### src/rtl/enc_pkg.sv
package enc_pkg;

  typedef enum logic [1:0] {
    RES_OFF = 2'd0,
    RES_X2  = 2'd1,
    RES_X4  = 2'd2
  } res_mode_e;

  // strobes from control to datapath
  typedef struct packed {
    logic cntStep;
    logic dirLoad;
    logic dirUp;
    logic idxHit;
  } step_ctl_t;

  function automatic res_mode_e decodeMode(input logic [2:0] code);
    if (code[2] && code[1])  return RES_X4;
    if (code[2] && !code[1]) return RES_X2;
    return RES_OFF;
  endfunction

  // {B,A}: 00 -> 01 -> 11 -> 10 -> 00 is forward
  function automatic logic isForward(input logic [1:0] prevBA, input logic [1:0] curBA);
    case ({prevBA, curBA})
      4'b00_01, 4'b01_11, 4'b11_10, 4'b10_00: return 1'b1;
      default:                                return 1'b0;
    endcase
  endfunction

endpackage

### src/rtl/enc_datapath.sv
module enc_datapath
  import enc_pkg::*;
#(
  parameter int SYNC_STAGES = 2
) (
  input  logic      clk,
  input  logic      rstN,
  input  logic      phaseA,
  input  logic      phaseB,
  input  logic      indexIn,
  input  step_ctl_t ctl,
  output logic [1:0] curBA,
  output logic [1:0] prevBA,
  output logic       curIdx,
  output logic       prevIdx,
  output logic       countPulse,
  output logic       dirFlag,
  output logic       idxPulse
);

  localparam int SIG_W = 3;

  logic [SIG_W-1:0] chain [SYNC_STAGES];
  logic [SIG_W-1:0] prevSample;
  logic [SIG_W-1:0] rawIn;

  assign rawIn = {indexIn, phaseB, phaseA};

  for (genvar s = 0; s < SYNC_STAGES; s++) begin : g_sync
    if (s == 0) begin : g_first
      always_ff @(posedge clk or negedge rstN) begin
        if (!rstN) chain[s] <= '0;
        else       chain[s] <= rawIn;
      end
    end else begin : g_rest
      always_ff @(posedge clk or negedge rstN) begin
        if (!rstN) chain[s] <= '0;
        else       chain[s] <= chain[s-1];
      end
    end
  end

  always_ff @(posedge clk or negedge rstN) begin
    if (!rstN) prevSample <= '0;
    else       prevSample <= chain[SYNC_STAGES-1];
  end

  assign curBA   = chain[SYNC_STAGES-1][1:0];
  assign curIdx  = chain[SYNC_STAGES-1][2];
  assign prevBA  = prevSample[1:0];
  assign prevIdx = prevSample[2];

  always_ff @(posedge clk or negedge rstN) begin
    if (!rstN) begin
      countPulse <= 1'b0;
      dirFlag    <= 1'b0;
      idxPulse   <= 1'b0;
    end else begin
      countPulse <= ctl.cntStep;
      idxPulse   <= ctl.idxHit;
      if (ctl.dirLoad) dirFlag <= ctl.dirUp;
    end
  end

  // a count needs a one-bit change in the sampled pair
  p_pulse_needs_step_r7: assert property (@(posedge clk) disable iff (!rstN)
    countPulse |-> $countones($past(curBA) ^ $past(prevBA)) == 1);

  // without a legal step the direction holds
  p_dir_hold_r7: assert property (@(posedge clk) disable iff (!rstN)
    !$past(ctl.dirLoad) |-> $stable(dirFlag));

  // index pulse only with both phases low
  p_idx_low_r8: assert property (@(posedge clk) disable iff (!rstN)
    idxPulse |-> $past(curBA) == 2'b00);

endmodule

### src/rtl/enc_control.sv
module enc_control
  import enc_pkg::*;
(
  input  logic [2:0] modeSel,
  input  logic [1:0] curBA,
  input  logic [1:0] prevBA,
  input  logic       curIdx,
  input  logic       prevIdx,
  output step_ctl_t  ctl
);

  res_mode_e resMode;
  logic [1:0] delta;
  logic       oneStep;

  assign resMode = decodeMode(modeSel);
  assign delta   = curBA ^ prevBA;
  assign oneStep = (delta == 2'b01) || (delta == 2'b10);

  always_comb begin
    ctl = '0;
    ctl.dirLoad = oneStep;
    ctl.dirUp   = isForward(prevBA, curBA);
    unique case (resMode)
      RES_X4:  ctl.cntStep = oneStep;
      RES_X2:  ctl.cntStep = oneStep && delta[0];
      default: ctl.cntStep = 1'b0;
    endcase
    ctl.idxHit = curIdx && !prevIdx && (curBA == 2'b00);
  end

  // in two-edge mode a count step always comes from phase A
  always_comb begin
    if (resMode == RES_X2 && ctl.cntStep)
      a_x2_a_only_r4: assert (delta == 2'b01);
  end

endmodule

### src/rtl/quad_edge_decoder.sv
module quad_edge_decoder
  import enc_pkg::*;
#(
  parameter int SYNC_STAGES = 2
) (
  input  logic       clk,
  input  logic       rstN,
  input  logic       phaseA,
  input  logic       phaseB,
  input  logic       indexIn,
  input  logic [2:0] modeSel,
  input  logic       dirOutEn,
  output logic       countPulse,
  output logic       dirFlag,
  output logic       dirPin,
  output logic       idxPulse
);

  step_ctl_t  ctl;
  logic [1:0] curBA, prevBA;
  logic       curIdx, prevIdx;

  enc_datapath #(.SYNC_STAGES(SYNC_STAGES)) u_dp (
    .clk(clk), .rstN(rstN),
    .phaseA(phaseA), .phaseB(phaseB), .indexIn(indexIn),
    .ctl(ctl),
    .curBA(curBA), .prevBA(prevBA), .curIdx(curIdx), .prevIdx(prevIdx),
    .countPulse(countPulse), .dirFlag(dirFlag), .idxPulse(idxPulse)
  );

  enc_control u_ctl (
    .modeSel(modeSel),
    .curBA(curBA), .prevBA(prevBA), .curIdx(curIdx), .prevIdx(prevIdx),
    .ctl(ctl)
  );

  assign dirPin = dirOutEn & dirFlag;

  // counting off for codes 0xx
  p_off_no_count_r6: assert property (@(posedge clk) disable iff (!rstN)
    !modeSel[2] |=> !countPulse);

endmodule

### config.mk
export PLATFORM = sky130hd
export DESIGN_NAME = quad_edge_decoder
export DESIGN_NICKNAME = d
export VERILOG_FILES = /design/src/rtl/enc_pkg.sv /design/src/rtl/enc_datapath.sv /design/src/rtl/enc_control.sv /design/src/rtl/quad_edge_decoder.sv
export SDC_FILE = /design/constraint.sdc
export NUM_CORES = 1
export LEC_CHECK = 0
export ABC_AREA = 1
export CELL_PAD_IN_SITES_DETAIL_PLACEMENT = 1
export CELL_PAD_IN_SITES_GLOBAL_PLACEMENT = 2
export CORE_MARGIN = 3
export CORE_UTILIZATION = 23
export DETAILED_ROUTE_END_ITERATION = 7
export GPL_ROUTABILITY_DRIVEN = 0
export PLACE_DENSITY = 0.73
export SLEW_MARGIN = 20
export SYNTH_ARGS = -nofsm -noshare
export SYNTH_HDL_FRONTEND = slang
export SYNTH_SLANG_ARGS = --single-unit
### constraint.sdc
create_clock -name clk -period 1.1 [get_ports clk]
set_clock_uncertainty 0.05 [all_clocks]
set_input_delay 0.165 -clock clk [delete_from_list [all_inputs] [get_ports clk]]
set_output_delay 0.165 -clock clk [all_outputs]
set_load 0.01 [all_outputs]
==> results of run 1 <==
## worst max-delay path, stage by stage, from the launching register on
cell and delay [ns]:
dfrtp_1 0.39, xor2_1 0.17, ha_1 0.34, a21oi_2 0.11, nand3_1 0.08, nand2_1 0.08
## layout make-up
| class | instances | area (sq um) |
|---|---|---|
| Clock buffer | 3 | 22.5 |
| Fill cell | 179 | 948 |
| Inverter | 4 | 15.0 |
| Multi-Input combinational cell | 16 | 103 |
| Sequential cell | 12 | 300 |
| Tap cell | 16 | 20.0 |
| Timing Repair Buffer | 20 | 168 |
## layer usage
layer	up-vias	part of all wire (%)	GRT usage (%)
li1	144	-	-
met1	137	45	9.77
met2	7	51	10.8
met3	2	2.5	1.13
met4	0	1.8	9.68
met5	-	0	0
## registers in the layout, indices dropped and copies added (netlist names)
name / count
u_dp.curIdx: 1
u_dp.prevSample: 3
u_dp.countPulse: 1
u_dp.dirFlag: 1
u_dp.idxPulse: 1
u_dp.chain: 3
u_dp.curBA: 2
## per-stage QoR
| step | worst slack [ns] | hold slack [ns] | util (%) | area (sq um) |
|---|---|---|---|---|
| 6_report | -0.193 | 0.142 | 39.8 | 628 |
| 4_1_cts | -0.180 | 0.137 | 39.3 | 619 |
| 5_1_grt | -0.296 | 0.167 | 39.8 | 628 |
| 3_5_place_dp | -0.362 | 0.287 | 36.2 | 571 |
| 2_1_floorplan | -0.0826 | -0.181 | - | 403 |
| 3_3_place_gp | -0.344 | 0.281 | 36.2 | 571 |
## how the worst min path moves through the flow
stage                             from                            to  slack, ns  cells past startpoint
2_1_floorplan                     rstN       u_dp.chain[3]$_DFF_PN0_      -0.18                      0
3_3_place_gp   u_dp.chain[3]$_DFF_PN0_       u_dp.curBA[0]$_DFF_PN0_       0.28                      0
3_5_place_dp   u_dp.chain[5]$_DFF_PN0_         u_dp.curIdx$_DFF_PN0_       0.29                      0
4_1_cts                           rstN  u_dp.prevSample[0]$_DFF_PN0_       0.14                      2
5_1_grt                           rstN      u_dp.dirFlag$_DFFE_PN0P_       0.17                      2
6_report                          rstN       u_dp.curBA[0]$_DFF_PN0_       0.14                      2
## logic make-up (layout without fill, tap and decap cells)
family,count (synthesis),in the layout
DFF,12,12
and+or+nand+nor,10,10
xor gates and xnor gates,2,2
adders and majority gates,1,1
buffers and inverters,4,27
AOI/OAI and AO/OA,3,3
## power breakdown
group          switching (mW)  internal [mW]  total, mW  leakage, nW
sequential             0.0143          0.470      0.484        0.145
combinational          0.0745          0.111      0.185        0.160
clock                   0.123          0.126      0.249       0.0138
## synthesized netlist by cell type
cell type | instances | share of area (%)
ha_1 | 1 | 3.1
or2_0 | 1 | 1.6
nand3_1 | 1 | 1.2
a21oi_1 | 2 | 2.5
o21ai_0 | 1 | 1.2
xnor2_1 | 1 | 2.2
nor3_1 | 1 | 1.2
nand2_1 | 7 | 6.5
inv_1 | 4 | 3.7
dfrtp_1 | 12 | 75
xor2_1 | 1 | 2.2
## cell usage in the layout (no fill, tap or decap)
cell,Yosys,final
a21oi_2,0,1
a21oi_4,0,1
buf_2,0,1
buf_4,0,8
buf_6,0,2
clkbuf_2,0,2
clkbuf_4,0,3
clkdlybuf4s50_1,0,7
dfrtp_1,12,12
ha_1,1,1
inv_1,4,4
nand2_1,7,7
nand3_1,1,1
nor3_1,1,1
o21ai_0,1,1
or2_0,1,1
xnor2_1,1,1
xor2_1,1,1
## repair_timing
action,in CTS,in global routing
endpoints found under the setup margin,6,6
resized for setup,15,4
pin swaps,0,1
setup buffers,3,1
==> summary.txt, run 1 <==
Worst setup path
  – Setup crit start: u_dp.prevSample[0]$_DFF_PN0_
  – Worst Setup EP: u_dp.dirFlag$_DFFE_PN0P_
  – Worst EP required: approximately 1.3 ns
  – Reg2reg start: u_dp.prevSample[0]$_DFF_PN0_
  – Crit path capture type: flip-flop
  – R2r endpoint: u_dp.dirFlag$_DFFE_PN0P_
  – Peak fanout along the critical path: 3
  – CP startpoint kind: flip-flop
  – R2r setup slk: -0.19 ns
  – WP data arrival: around 1.4 ns
  – FF-to-FF path depth: 5
  – Critical path type: reg -> reg

Yosys
  – Synth Cell Area: between 400 and 500 sq um
  – Compound-Gate Fraction of Synth Area: 3.73%
  – XOR/XNOR Fraction of Synth Area: roughly 4.3%
  – Post-synth net total: 42
  – Syn_area_per_cell: 12.6 sq um
  – Synth cell types: 11
  – Simple-gate area share of the yosys netlist: 10.6%
  – Synth warnings: 0
  – Multiplexer share of the synthesized area: 0%
  – Largest family of logic cells by synthesized area: simple AND/OR/NAND/NOR gates
  – Seq/Total Area, Yosys: 74.5%
  – FF+latch count, synth: 12
  – Post-Synthesis Cells: 32
  – Post-synthesis adder-cell area fraction: 3.11%

Detailed routing
  – DR iter-0 viols: 0
  – Vias after detailed routing: 290
  – Via count normalized by instance count: between 4 and 5
  – Drt pass-1 iters: 1
  – Routed WL per cell: between 10 and 15 um
  – Remaining antenna violation count: 0
  – DRC Markers: 0
  – Drt total wl: 757 um

Timing
  – Fmax: approximately 0.77 GHz
  – Relative slew slack: 78.8%
  – Fin worst setup slack: -0.193 ns
  – Setup TNS: -0.381 ns
  – Minimum clock period: 1.29 ns
  – Max-slew violations: 0
  – Period utilization: 118%
  – Worst Tran Pin Value: 0.315 ns
  – Hold Vio Cnt, Final: 0
  – RSZ-0062 raised after global routing: yes
  – # setup viols final: 2

Global route
  – First-pass GRT wire length: 1180 um
  – GRT Overall Usage: under 10%
  – GRT overflow: 0
  – Antenna violations before repair: 0
  – Largest net degree at the start of global routing: 13
  – Vias in the first global route: 297

Power
  – Pleak: 0.319 nW
  – Cell area power density: 1460 nW/um^2
  – Total chip power: 0.919 mW
  – IR Drop Worst-Case VDD: 0.000669 V

Clock tree
  – Clock Sinks: 12
  – Root Buffer Master: clkbuf_4
  – H-Tree Depth: 1
  – Num CTS Buffers: 3
  – CTS tree: built
  – Clk slew on worst S/H paths: 0.06 ns
  – Hold buffer count at cts: 0
  – Clock buffer depth: 2
  – Clock Latency Late Sink: around 0.26 ns

Placement
  – PortBufs: 11
  – Placed Cells incl. Taps: 64
  – Detailed Place HPWL: approximately 570 um

Floorplanning
  – Die height: approximately 48 um
  – I/O pin cnt: 13
  – Die width: 47.9 um
  – Placeable Area: 1580 sq um
  – Die Footprint: approximately 2300 sq um
  – Cell Rows: 14
  – Initial Util: around a quarter

Min path
  – HP Class: in -> async

Final layout
  – Layout cell share with drive strength beyond 1: approximately 33%
  – Nets: 67
  – Diode count: 0
  – Area grow syn2layout: 55.9%
  – Non-Filler Instances: 71

Outcome
  – Status: finished with violations
  – Violated checks: negative setup slack

Job
  – Max-Cap Viols: 0
Power figures use the tool's default switching activity.
==> run 2, diff against run 1 <==
Settings changed: TNS_END_PERCENT from default to 100.
==> results of run 2 <==
Same layout as run 1: the final DEF is identical, and so are final timing and power.
==> run 3, diff against run 2 <==
Settings changed: SLEW_MARGIN 20 to default.
==> results of run 3 <==
Same layout as run 1: the final DEF is identical, and so are final timing and power.
